File: src/rtl/fcmp_pkg.sv
package fcmp_pkg;
  localparam int unsigned FP_W   = 32;
  localparam int unsigned EXP_W  = 8;
  localparam int unsigned FRAC_W = FP_W - 1 - EXP_W;
  localparam int unsigned MAG_W  = FP_W - 1;

  typedef struct packed {
    logic is_nan;
    logic is_fin;
    logic is_zero;
    logic sign;
  } fp_class_t;

  typedef struct packed {
    logic lt;
    logic eq;
    logic gt;
    logic un;
  } rel_t;
endpackage

File: src/rtl/fcmp_classify.sv
module fcmp_classify #(
  parameter int unsigned W  = 32,
  parameter int unsigned EW = 8
) (
  input  logic              [W-1:0] op,
  output fcmp_pkg::fp_class_t       cls
);
  localparam int unsigned FW = W - 1 - EW;
  logic [EW-1:0] expf;
  logic [FW-1:0] frac;
  logic          exp_max;

  assign expf    = op[W-2 -: EW];
  assign frac    = op[FW-1:0];
  assign exp_max = &expf;

  always_comb begin
    cls.sign    = op[W-1];
    cls.is_fin  = !exp_max;
    cls.is_nan  = exp_max && (|frac);
    cls.is_zero = (op[W-2:0] == '0);
  end
endmodule

File: src/rtl/fcmp_core.sv
module fcmp_core #(
  parameter int unsigned W = 32
) (
  input  logic                [W-1:0] a,
  input  logic                [W-1:0] b,
  input  fcmp_pkg::fp_class_t         ca,
  input  fcmp_pkg::fp_class_t         cb,
  output fcmp_pkg::rel_t              rel
);
  localparam int unsigned MW = W - 1;
  logic [MW-1:0] ma, mb;
  logic mag_lt, mag_eq, both_zero, unord;

  assign ma        = a[MW-1:0];
  assign mb        = b[MW-1:0];
  assign mag_lt    = ma < mb;
  assign mag_eq    = ma == mb;
  assign both_zero = ca.is_zero && cb.is_zero;
  assign unord     = ca.is_nan || cb.is_nan;

  always_comb begin
    rel = '0;
    if (unord) begin
      rel.un = 1'b1;
    end else if (both_zero) begin
      rel.eq = 1'b1;
    end else if (ca.sign != cb.sign) begin
      rel.lt = ca.sign;
      rel.gt = cb.sign;
    end else if (mag_eq && (a[W-1] == b[W-1])) begin
      rel.eq = 1'b1;
    end else if (!ca.sign) begin
      rel.lt = mag_lt;
      rel.gt = !mag_lt;
    end else begin
      rel.lt = !mag_lt;
      rel.gt = mag_lt;
    end
  end
endmodule

File: src/rtl/fcmp_unit.sv
module fcmp_unit #(
  parameter int unsigned FP_W  = 32,
  parameter int unsigned EXP_W = 8
) (
  input  logic            clk,
  input  logic            rst,
  input  logic            in_vld,
  input  logic [FP_W-1:0] in_a,
  input  logic [FP_W-1:0] in_b,
  input  logic            in_sig,
  output logic            res_vld,
  output logic            res_lt,
  output logic            res_eq,
  output logic            res_gt,
  output logic            res_unord,
  output logic            res_ne,
  output logic            res_lg,
  output logic            res_inv,
  output logic            a_nan,
  output logic            b_nan,
  output logic            a_fin,
  output logic            b_fin
);
  fcmp_pkg::fp_class_t ca, cb;
  fcmp_pkg::rel_t      rel;

  fcmp_classify #(.W(FP_W), .EW(EXP_W)) u_cls_a (.op(in_a), .cls(ca));
  fcmp_classify #(.W(FP_W), .EW(EXP_W)) u_cls_b (.op(in_b), .cls(cb));
  fcmp_core     #(.W(FP_W))             u_core  (.a(in_a), .b(in_b), .ca(ca), .cb(cb), .rel(rel));

  always_ff @(posedge clk) begin
    if (rst) begin
      res_vld   <= 1'b0;
      res_lt    <= 1'b0;
      res_eq    <= 1'b0;
      res_gt    <= 1'b0;
      res_unord <= 1'b0;
      res_ne    <= 1'b0;
      res_lg    <= 1'b0;
      res_inv   <= 1'b0;
      a_nan     <= 1'b0;
      b_nan     <= 1'b0;
      a_fin     <= 1'b0;
      b_fin     <= 1'b0;
    end else begin
      res_vld <= in_vld;
      if (in_vld) begin
        res_lt    <= rel.lt;
        res_eq    <= rel.eq;
        res_gt    <= rel.gt;
        res_unord <= rel.un;
        res_ne    <= !rel.eq;
        res_lg    <= rel.lt | rel.gt;
        res_inv   <= in_sig & rel.un;
        a_nan     <= ca.is_nan;
        b_nan     <= cb.is_nan;
        a_fin     <= ca.is_fin;
        b_fin     <= cb.is_fin;
      end
    end
  end
endmodule

File: config.mk
export PLATFORM = sky130hd
export DESIGN_NAME = fcmp_unit
export DESIGN_NICKNAME = d
export VERILOG_FILES = /design/src/rtl/fcmp_pkg.sv /design/src/rtl/fcmp_classify.sv /design/src/rtl/fcmp_core.sv /design/src/rtl/fcmp_unit.sv
export SDC_FILE = /design/constraint.sdc
export NUM_CORES = 1
export LEC_CHECK = 0
export BUFFER_PORTS_ARGS = -buffer_cell sky130_fd_sc_hd__buf_2
export CAP_MARGIN = 10
export CORE_ASPECT_RATIO = 1.1
export CORE_MARGIN = 2
export CORE_UTILIZATION = 40
export DETAILED_ROUTE_END_ITERATION = 16
export GPL_ROUTABILITY_DRIVEN = 0
export PLACE_DENSITY_LB_ADDON = 0.25
export SYNTH_ARGS = -nofsm -noshare
export SYNTH_HDL_FRONTEND = slang
export SYNTH_SLANG_ARGS = --single-unit
File: constraint.sdc
create_clock -name clk -period 3.4 [get_ports clk]
set_clock_uncertainty 0.1 [all_clocks]
set_input_delay 0 -clock clk [delete_from_list [all_inputs] [get_ports clk]]
set_output_delay 0 -clock clk [all_outputs]
set_load 0.01 [all_outputs]
==> flow_summary.yaml, run 1 <==
min_path:
  hp-class: "in -> reg"
  hp-start: "in_vld"
  hold_depth: 2
  hold_end: "res_vld"
drt:
  viasPerCell: 5.01
  ant_nets: 0
  wl_per_cell_um: 11.7
  drc_errors: 0
  routed-via-count: 1618
  drtIter0Drc: 48
  wl_um: 3760
  dr.pass1.iters: 6
clock_network:
  cts_resized: 0
  cts_made_buffers: 3
  cts.clk_slew.worst_paths_ps: 70
  clk_latency_ps: 280
  clock_path_buffers: 2
  post_cts_buffers: 0
  cts_tree: "yes"
  cts_root_buf: "clkbuf_4"
  holdBufCountCts: 4
  cts_num_sinks: 12
  clock_tree.htree_level_count: 1
worst_setup_path:
  ff2ff_path_depth: 3
  critPathRequiredTime_ps: 3500
  cpPeakStageDelay_ps: 390
  critPathBufInv: 1
  crit_family: "simple AND/OR/NAND/NOR gates"
  end_kind: "flop"
  cp-start-kind: "input pin"
  slowest_stage: "or3b_4"
  cp.depth: 8
  crit_fanout: 4
  worstReg2RegStart: "res_inv"
  reg2reg_to: "res_inv"
  crit_path_cell_trace: "buf_2 -> nor4_1 -> nand4_1 -> nor2_1 -> nor3_1 -> or3b_4 -> or2_1 -> o31ai_2"
  cp.arrival_ps: 1680
  timing_worst_setup_path_type: "in -> reg"
  reg2reg_slack_ps: 2160
cells_and_area:
  drive_gt1_share_pct: 32.4
  finalNonFillerCells: 323
  nFillCells: 348
  antennaDiodeCount: 0
  area_growth_pct: 36.9
  num-nets-final: 375
  regArea_um2: 240
  multi_input_area_um2: 1050
yosys:
  ys_warn_count: 0
  syn_nets: 289
  synth_edf_count: 0
  yosys-top-cells-area: "ha_1, dfxtp_1, inv_1"
  synth_top_area_cell: "ha_1"
  synth-seq-cells: 12
  ys_seq_area_share_pct: 16.9
  synth_cell_types: 34
  syn_inst: 190
  ys_async_sr_fraction_pct: 0
  synthTopCellsByCount: "inv_1, ha_1, a21oi_1"
  synth.cell_area_um2: 1420
  synth.most_common_cell: "inv_1"
  yosysTopAreaCellShare_pct: 27.3
  ys.flop_type: "dfxtp_1"
  synth_area_per_cell_um2: 7.49
grt:
  grt-ovfl-total: 0
  grt_pass1_wl_um: 6270
  grt_pass1_vias: 1608
  antenna_found_initial: 0
  track_usage_pct: 19.7
  grt_max_degree: 17
timing:
  tightest_slew_ps: 319
  setup_viol: 0
  rsz0062_at_grt: "false"
  hold_viol_final: 0
  max_freq_ghz: 0.635
  min_period_ps: 1580
  maxSlewViolCount: 0
  setup_tns_ps: 0
  slew_headroom_pct: 78.5
  fin_crit_sh_pct: 46.4
floorplan:
  die_h_um: 66.5
  fp.dieW_um: 60.9
  core_um2: 3360
  num_rows: 22
  dieArea_um2: 4050
  start_util_pct: 42.4
  ioPinCount: 80
placed_design:
  placedCellCount: 315
  dpl.hpwl_um: 3300
  placement.io_buffers: 79
pwr:
  p_leak_nw: 1.06
  vdd_drop_max_mv: 0.119
  power_density_nw_per_um2: 221
status:
  status: "finished clean"
run:
  max-cap-violations: 0
[cells by family (layout without fill, tap and decap cells)]
| family | Yosys count | in the layout | share of synthesized area [%] |
|---|---|---|---|
| buf+inv | 35 | 120 | 9.24 |
| compound gates | 33 | 33 | 14.7 |
| mux | 2 | 2 | 1.41 |
| xor+xnor | 1 | 1 | 0.616 |
| flops | 12 | 12 | 16.9 |
| fa+ha+maj | 31 | 31 | 27.3 |
| simple gates | 76 | 76 | 29.9 |
[registers in the layout, summed over array words and instances (netlist names)]
| name | cells |
|---|---|
| res_vld | 1 |
| res_lt | 1 |
| res_lg | 1 |
| res_eq | 1 |
| res_inv | 1 |
| a_nan | 1 |
| res_ne | 1 |
| b_fin | 1 |
| b_nan | 1 |
| a_fin | 1 |
| res_gt | 1 |
| res_unord | 1 |
[stage by stage]
stage                     setup WS [ps]  total power [mW]  cell area (um^2)  hold slack, ps  utilization (%)
final                              1820             0.431              1950            16.7             58.0
after global routing               1640             0.466              1950            37.5             58.0
after CTS                          1810             0.435              1950            10.6             58.0
after detailed placement           1520             0.317              1870             207             55.7
after global placement             1570             0.315              1870             211             55.7
after floorplan                    1810             0.239              1420           -28.4                -
[worst max path at each step]
| stage | startpoint | to | slack, ps |
|---|---|---|---|
| 2_1_floorplan | in_b[1] | res_lt | 1810 |
| 3_3_place_gp | in_a[17] | res_lt | 1570 |
| 3_5_place_dp | in_b[16] | res_lt | 1520 |
| 4_1_cts | in_b[16] | res_lt | 1810 |
| 5_1_grt | in_b[16] | res_lt | 1640 |
| 6_report | in_a[17] | res_lt | 1820 |
[layout make-up]
class                   count  area share [%]
multi-input cells         143            54.0
repair buffers             83            22.4
flip-flops and latches     12            12.3
inverters                  33            6.36
well taps                  48            3.08
clock buffers               4            1.86
[power by group]
part / internal [mW] / switching, mW
Sequential: 0.147 / 0.00260
Combinational: 0.0809 / 0.0860
Clock: 0.0652 / 0.0494
Total: 0.293 / 0.138
[metal layers]
layer	GRT usage [%]	wire, um
met5	0	0
met4	3.53	31
met3	3.11	208
met2	38.3	1880
met1	22.1	1640
[cell usage in the layout (no fill, tap or decap)]
cell type	n
xnor2_1	1
nor3_1	9
clkbuf_8	1
nand2_1	12
o31ai_2	1
a21o_1	1
dlygate4sd3_1	4
o21ai_0	6
nor4_2	1
o21ba_2	1
and2b_2	1
or3b_2	1
mux2i_1	2
nor2b_1	2
nand2b_1	2
inv_1	33
clkbuf_4	3
nand4_1	11
nor3b_1	1
o31a_1	1
and4_1	3
a221oi_1	2
a21oi_1	14
or2_1	1
a211oi_1	3
and3_1	1
dfxtp_1	12
buf_2	79
a21boi_0	1
nor2_1	12
nor4_1	13
nand3b_1	1
o31ai_1	1
nand3_1	4
ha_1	31
o211ai_1	2
or3b_4	1
No activity file was read; power rests on OpenSTA's default activity.
==> run 2, diff against run 1 <==
- clock period: 3.4 -> 1.6 ns (I/O delays scaled with it)
==> run 2 against run 1 <==
  * Critical endpoint unchanged
  * Cell count rose by 9.9%
  * Die area is the same
  * Clock power increased by 110%
  * Largest power group unchanged
  * Combinational power grew to 2.6 times the previous value
  * Register-to-register slack got worse by 1600 ps
  * Largest cell class unchanged
  * Global-route usage increased by 2.6 points
==> flow_summary.yaml, run 2 (same netlist as run 1, synthesis figures left out) <==
pwr:
  p_leak_nw: 1.22
  power_density_nw_per_um2: 447
  p_total_mw: 1.00
  vdd_drop_max_mv: 0.235
cells_and_area:
  regArea_um2: 240
  final_area_um2: 2240
  antennaDiodeCount: 0
  area_growth_pct: 57.8
  drive_gt1_share_pct: 43.0
  num-nets-final: 407
  multi_input_area_um2: 1110
  final_cell_mix: "buf_2, inv_1, buf_4"
  nFillCells: 332
  mostFrequentLayoutCell: "buf_2"
worst_setup_path:
  reg2reg_slack_ps: 560
  end_kind: "flop"
  crit_start: "in_b[1]"
  critPathRequiredTime_ps: 1700
  cp-start-kind: "input pin"
  worstReg2RegStart: "res_lt"
  crit_fanout: 4
  cp.arrival_ps: 1700
  reg2reg_to: "res_lt"
  crit_end: "res_lt"
  timing_worst_setup_path_type: "in -> reg"
  ff2ff_path_depth: 2
timing:
  fin_crit_sh_pct: 100
  maxSlewViolCount: 0
  min_period_ps: 1600
  setup_viol: 0
  slew_headroom_pct: 81.9
  setup_tns_ps: 0
  max_freq_ghz: 0.625
  tightest_slew_ps: 270
  rsz0062_at_grt: "true"
  hold_viol_final: 0
clock_network:
  cts_num_sinks: 12
  post_cts_buffers: 0
  cts_made_buffers: 3
  clock_path_buffers: 2
  clk_latency_ps: 280
  cts_root_buf: "clkbuf_4"
  cts.clk_slew.worst_paths_ps: 80
  cts_tree: "yes"
  clock_tree.htree_level_count: 1
status:
  status: "finished clean"
grt:
  grt_pass1_wl_um: 7040
  antenna_found_initial: 0
  grt_pass1_vias: 1803
  grt_max_degree: 16
  grt-ovfl-total: 0
  track_usage_pct: 22.3
drt:
  drtIter0Drc: 29
  routed-via-count: 1803
  ant_nets: 0
  dr.pass1.iters: 4
  viasPerCell: 5.08
  drc_errors: 0
  wl_per_cell_um: 12.1
  wl_um: 4310
min_path:
  hp-class: "in -> reg"
floorplan:
  core_um2: 3360
  start_util_pct: 42.4
  ioPinCount: 80
  die_h_um: 66.5
  dieArea_um2: 4050
  fp.dieW_um: 60.9
  num_rows: 22
run:
  max-cap-violations: 0
placed_design:
  dpl.hpwl_um: 3680
  placement.io_buffers: 79
  place_area_um2: 2120
==> run 2: cell types whose count changed in the layout (fill, tap and decap cells not counted), sizes merged <==
| cell | before | now |
|---|---|---|
| dlygate4sd3 | 4 | 3 |
| buf | 79 | 112 |
==> run 2: layout make-up <==
class | instances | share of cell area [%]
inverters | 33 | 5.52
repair buffers | 115 | 30.0
clock buffers | 4 | 1.62
flip-flops and latches | 12 | 10.7
multi-input cells | 143 | 49.5
well taps | 48 | 2.68
==> run 2: how the worst min path moves through the flow <==
stage / startpoint / to / slack, ps / cells past startpoint
after CTS: in_vld / a_fin / 50 / 3
after global routing: in_vld / a_fin / 70 / 3
after floorplan: rst / res_vld / -30 / 1
final: in_vld / a_fin / 50 / 3
after detailed placement: in_sig / res_inv / 190 / 3
after global placement: in_sig / res_inv / 190 / 3
==> run 2: layer usage <==
layer  routed length [um]  track usage (%)  vias to the layer above
met4                   32             3.53                        0
met1                 1790             24.5                      820
met3                  175             3.11                        4
li1                     -                -                      928
met5                    0                0                        -
met2                 2310             44.2                       51
==> run 2: what timing repair did <==
item / CTS / global route
setup endpoints to repair: 0 / 4
hold buffers: 3 / 0
resized for setup: 0 / 12
endpoints found under the hold margin: 10 / 0
==> run 2: critical path, cell delays in order <==
cell and delay [ps]:
buf_2 120, nor4_2 320, nand4_1 160, nor2_1 140, nor3_1 80, or3b_4 410
or2_1 260, o31ai_2 200
==> run 2: where the power goes <==
part | switching (mW) | leakage (nW) | total (mW) | internal [mW]
logic | 0.210 | 1.10 | 0.441 | 0.230
clock network | 0.105 | 0.0210 | 0.243 | 0.139
registers | 0.00643 | 0.0988 | 0.319 | 0.313
==> run 2: metrics by stage <==
step                      hold slack [ps]  utilization, %  worst slack, ps  instances
after detailed placement              188            63.1             -262        348
after floorplan                     -28.4               -             13.0        190
after CTS                            47.2            65.1             29.2        355
final                                50.5            66.8            0.730        355
after global routing                 65.2            66.8            -52.0        355
after global placement                185            63.1             -223        348
==> run 3, diff against run 2 <==
- SYNTH_HIERARCHICAL: unset -> 1
==> run 3 against run 2 <==
  * The flow now finishes with violations (setup timing)
  * Maximum frequency shrank 20%
  * Sequential cell count is the same
  * Via count grew 8.4%
  * Wire length grew 25%
  * Worst hold slack gained 48 ps
  * Final area grew 30%
  * Cell count grew 3.9%
  * Clock power grew 36%
  * Highest routed layer unchanged
  * Worst setup slack lost 400 ps
==> flow_summary.yaml, run 3 <==
status:
  status: "finished with violations"
  violations: "setup timing"
floorplan:
  die_h_um: 70.1
  ioPinCount: 80
  fp.dieW_um: 64.1
  start_util_pct: 41.0
  dieArea_um2: 4490
  core_um2: 3870
  num_rows: 24
clock_network:
  cts_tree: "yes"
  clock_path_buffers: 2
  cts.clk_slew.worst_paths_ps: 50
  clk_latency_ps: 250
  cts_root_buf: "clkbuf_8"
  cts_num_sinks: 12
  clock_tree.htree_level_count: 1
  cts_made_buffers: 3
yosys:
  synth-seq-cells: 12
  synth_cell_types: 45
  ys_seq_area_share_pct: 15.1
  syn_inst: 200
  synth_top_area_cell: "ha_1"
  synthTopCellsByCount: "inv_1, ha_1, nor2_1"
  syn_nets: 299
  yosysTopAreaCellShare_pct: 24.4
  ys_async_sr_fraction_pct: 0
  ys.flop_type: "dfxtp_1"
  synth_area_per_cell_um2: 7.95
  synth_edf_count: 0
  yosys-top-cells-area: "ha_1, dfxtp_1, inv_1"
  ys_warn_count: 6
  synth.most_common_cell: "inv_1"
  synth.cell_area_um2: 1590
timing:
  setup_tns_ps: -979
  setup_ws_ps: -397
  slew_headroom_pct: 76.2
  rsz0062_at_grt: "true"
  maxSlewViolCount: 0
  max_freq_ghz: 0.501
  fin_crit_sh_pct: 125
  timing.hold.ws_ps: 98.5
  tightest_slew_ps: 357
  setup_viol: 4
  min_period_ps: 2000
  hold_viol_final: 0
worst_setup_path:
  critPathRequiredTime_ps: 1660
  slowest_stage: "nor4_1"
  cpPeakStageDelay_ps: 330
  crit_fanout: 3
  cp-start-kind: "input pin"
  cp.arrival_ps: 2050
  end_kind: "flop"
  timing_worst_setup_path_type: "in -> reg"
  crit_path_cell_trace: "buf_2 -> nor4_1 -> and4_4 -> a31oi_4 -> or2_4 -> a21o_4 -> o41a_1 -> o22ai_2 -> nor2_1 -> a211oi_2"
grt:
  use_met3_pct: 1.77
  grt_pass1_vias: 1974
  track_usage_pct: 23.0
  met1_usage_pct: 24.4
  grt_util_met2_pct: 45.3
  top_usage_layer: "met2"
  antenna_found_initial: 0
  grt_max_degree: 16
  grt_pass1_wl_um: 8320
  grt-ovfl-total: 0
pwr:
  vdd_drop_max_mv: 0.167
  seqPwrFrac_pct: 25.4
  power_density_nw_per_um2: 431
  p_leak_nw: 1.36
  switchingPower_mw: 0.419
  switching_share_pct: 33.3
  p_total_mw: 1.26
  p_int_mw: 0.839
  p_clk_share_pct: 26.3
  comb_power_share_pct: 48.3
cells_and_area:
  nFillCells: 280
  antennaDiodeCount: 0
  mostFrequentLayoutCell: "buf_2"
  final_cell_mix: "buf_2, buf_4, inv_1"
  area_growth_pct: 83.9
  drive_gt1_share_pct: 60.9
  finalNonFillerCells: 369
  final_area_um2: 2920
  fin_util_pct: 75.4
  num-nets-final: 417
drt:
  drc_errors: 0
  viasPerCell: 5.30
  routed-via-count: 1955
  drtIter0Drc: 55
  dr.pass1.iters: 6
  wl_um: 5380
  wl_per_cell_um: 14.6
  ant_nets: 0
min_path:
  hp-class: "in -> reg"
run:
  max-cap-violations: 0
placed_design:
  place_area_um2: 2370
  dpl.hpwl_um: 3880
  placedCellCount: 354
  placement.io_buffers: 79
  post-place-ws_ps: -597
[run 3: cell count changes in the layout (fill, tap and decap cells not counted), sizes merged, moves of 2 or more]
| cell | delta |
|---|---|
| a31oi | +3 |
| mux2i | +6 |
| or3b | -2 |
| nor2 | +6 |
| nand4 | -3 |
| and4 | +2 |
| or4 | +4 |
| nand2 | -2 |
| nor4 | -2 |
| nor3 | -6 |
| buf | +5 |
| or2 | +2 |
[run 3: metal layers]
metal / share of wire (%) / vias up
li1: - / 967
met1: 38 / 924
met2: 57 / 59
met3: 3.7 / 5
met4: 1.2 / 0
met5: 0 / -
[run 3: worst max-delay path: cells and delay by family]
kind,cells,cell delay (ps)
and+or+nand+nor,4,980
AOI/OAI and AO/OA,5,950
buffers and inverters,1,110
[run 3: cell families after synthesis]
family / Yosys count / synth area share (%)
and+or+nand+nor: 72 / 25.7
buffers and inverters: 38 / 11.3
AOI/OAI and AO/OA: 37 / 17.3
adders and majority gates: 31 / 24.4
DFF: 12 / 15.1
muxes: 8 / 5.04
xor gates and xnor gates: 2 / 1.10
[run 3: final cells by class]
class	count	area [um^2]	share of cell area, %
Multi-Input combinational cell	150	1670	57.3
Timing Repair Buffer	119	767	26.3
Sequential cell	12	240	8.22
Inverter	32	120	4.11
Tap cell	52	65.1	2.23
Clock buffer	4	55.1	1.88
[run 3: worst paths after layout]
| kind | startpoint | to | slack [ps] | cells past startpoint |
|---|---|---|---|---|
| worst max-delay path | in_b[10] | res_lg | -400 | 10 |
| worst min register to register | res_inv | res_inv | 380 | 2 |
| worst min-delay path | in_vld | res_inv | 100 | 3 |
| worst max register to register | res_lg | res_lg | 780 | 2 |
[run 3: what timing repair did]
action | 4_1_cts | 5_1_grt
gates resized for setup | 29 | 38
setup buffers | 7 | 5
hold buffers | 2 | 0
pin swaps | 14 | 21
endpoints found under the setup margin | 5 | 6
hold endpoints to repair | 12 | 0
[run 3: power groups by stage]
stage               combinational [mW]  clock, mW  sequential, mW
floorplan                        0.264          0           0.331
global placement                 0.479          0           0.325
detailed placement               0.487          0           0.325
CTS                              0.538      0.338           0.319
global route                     0.671      0.353           0.320
finish                           0.608      0.331           0.319
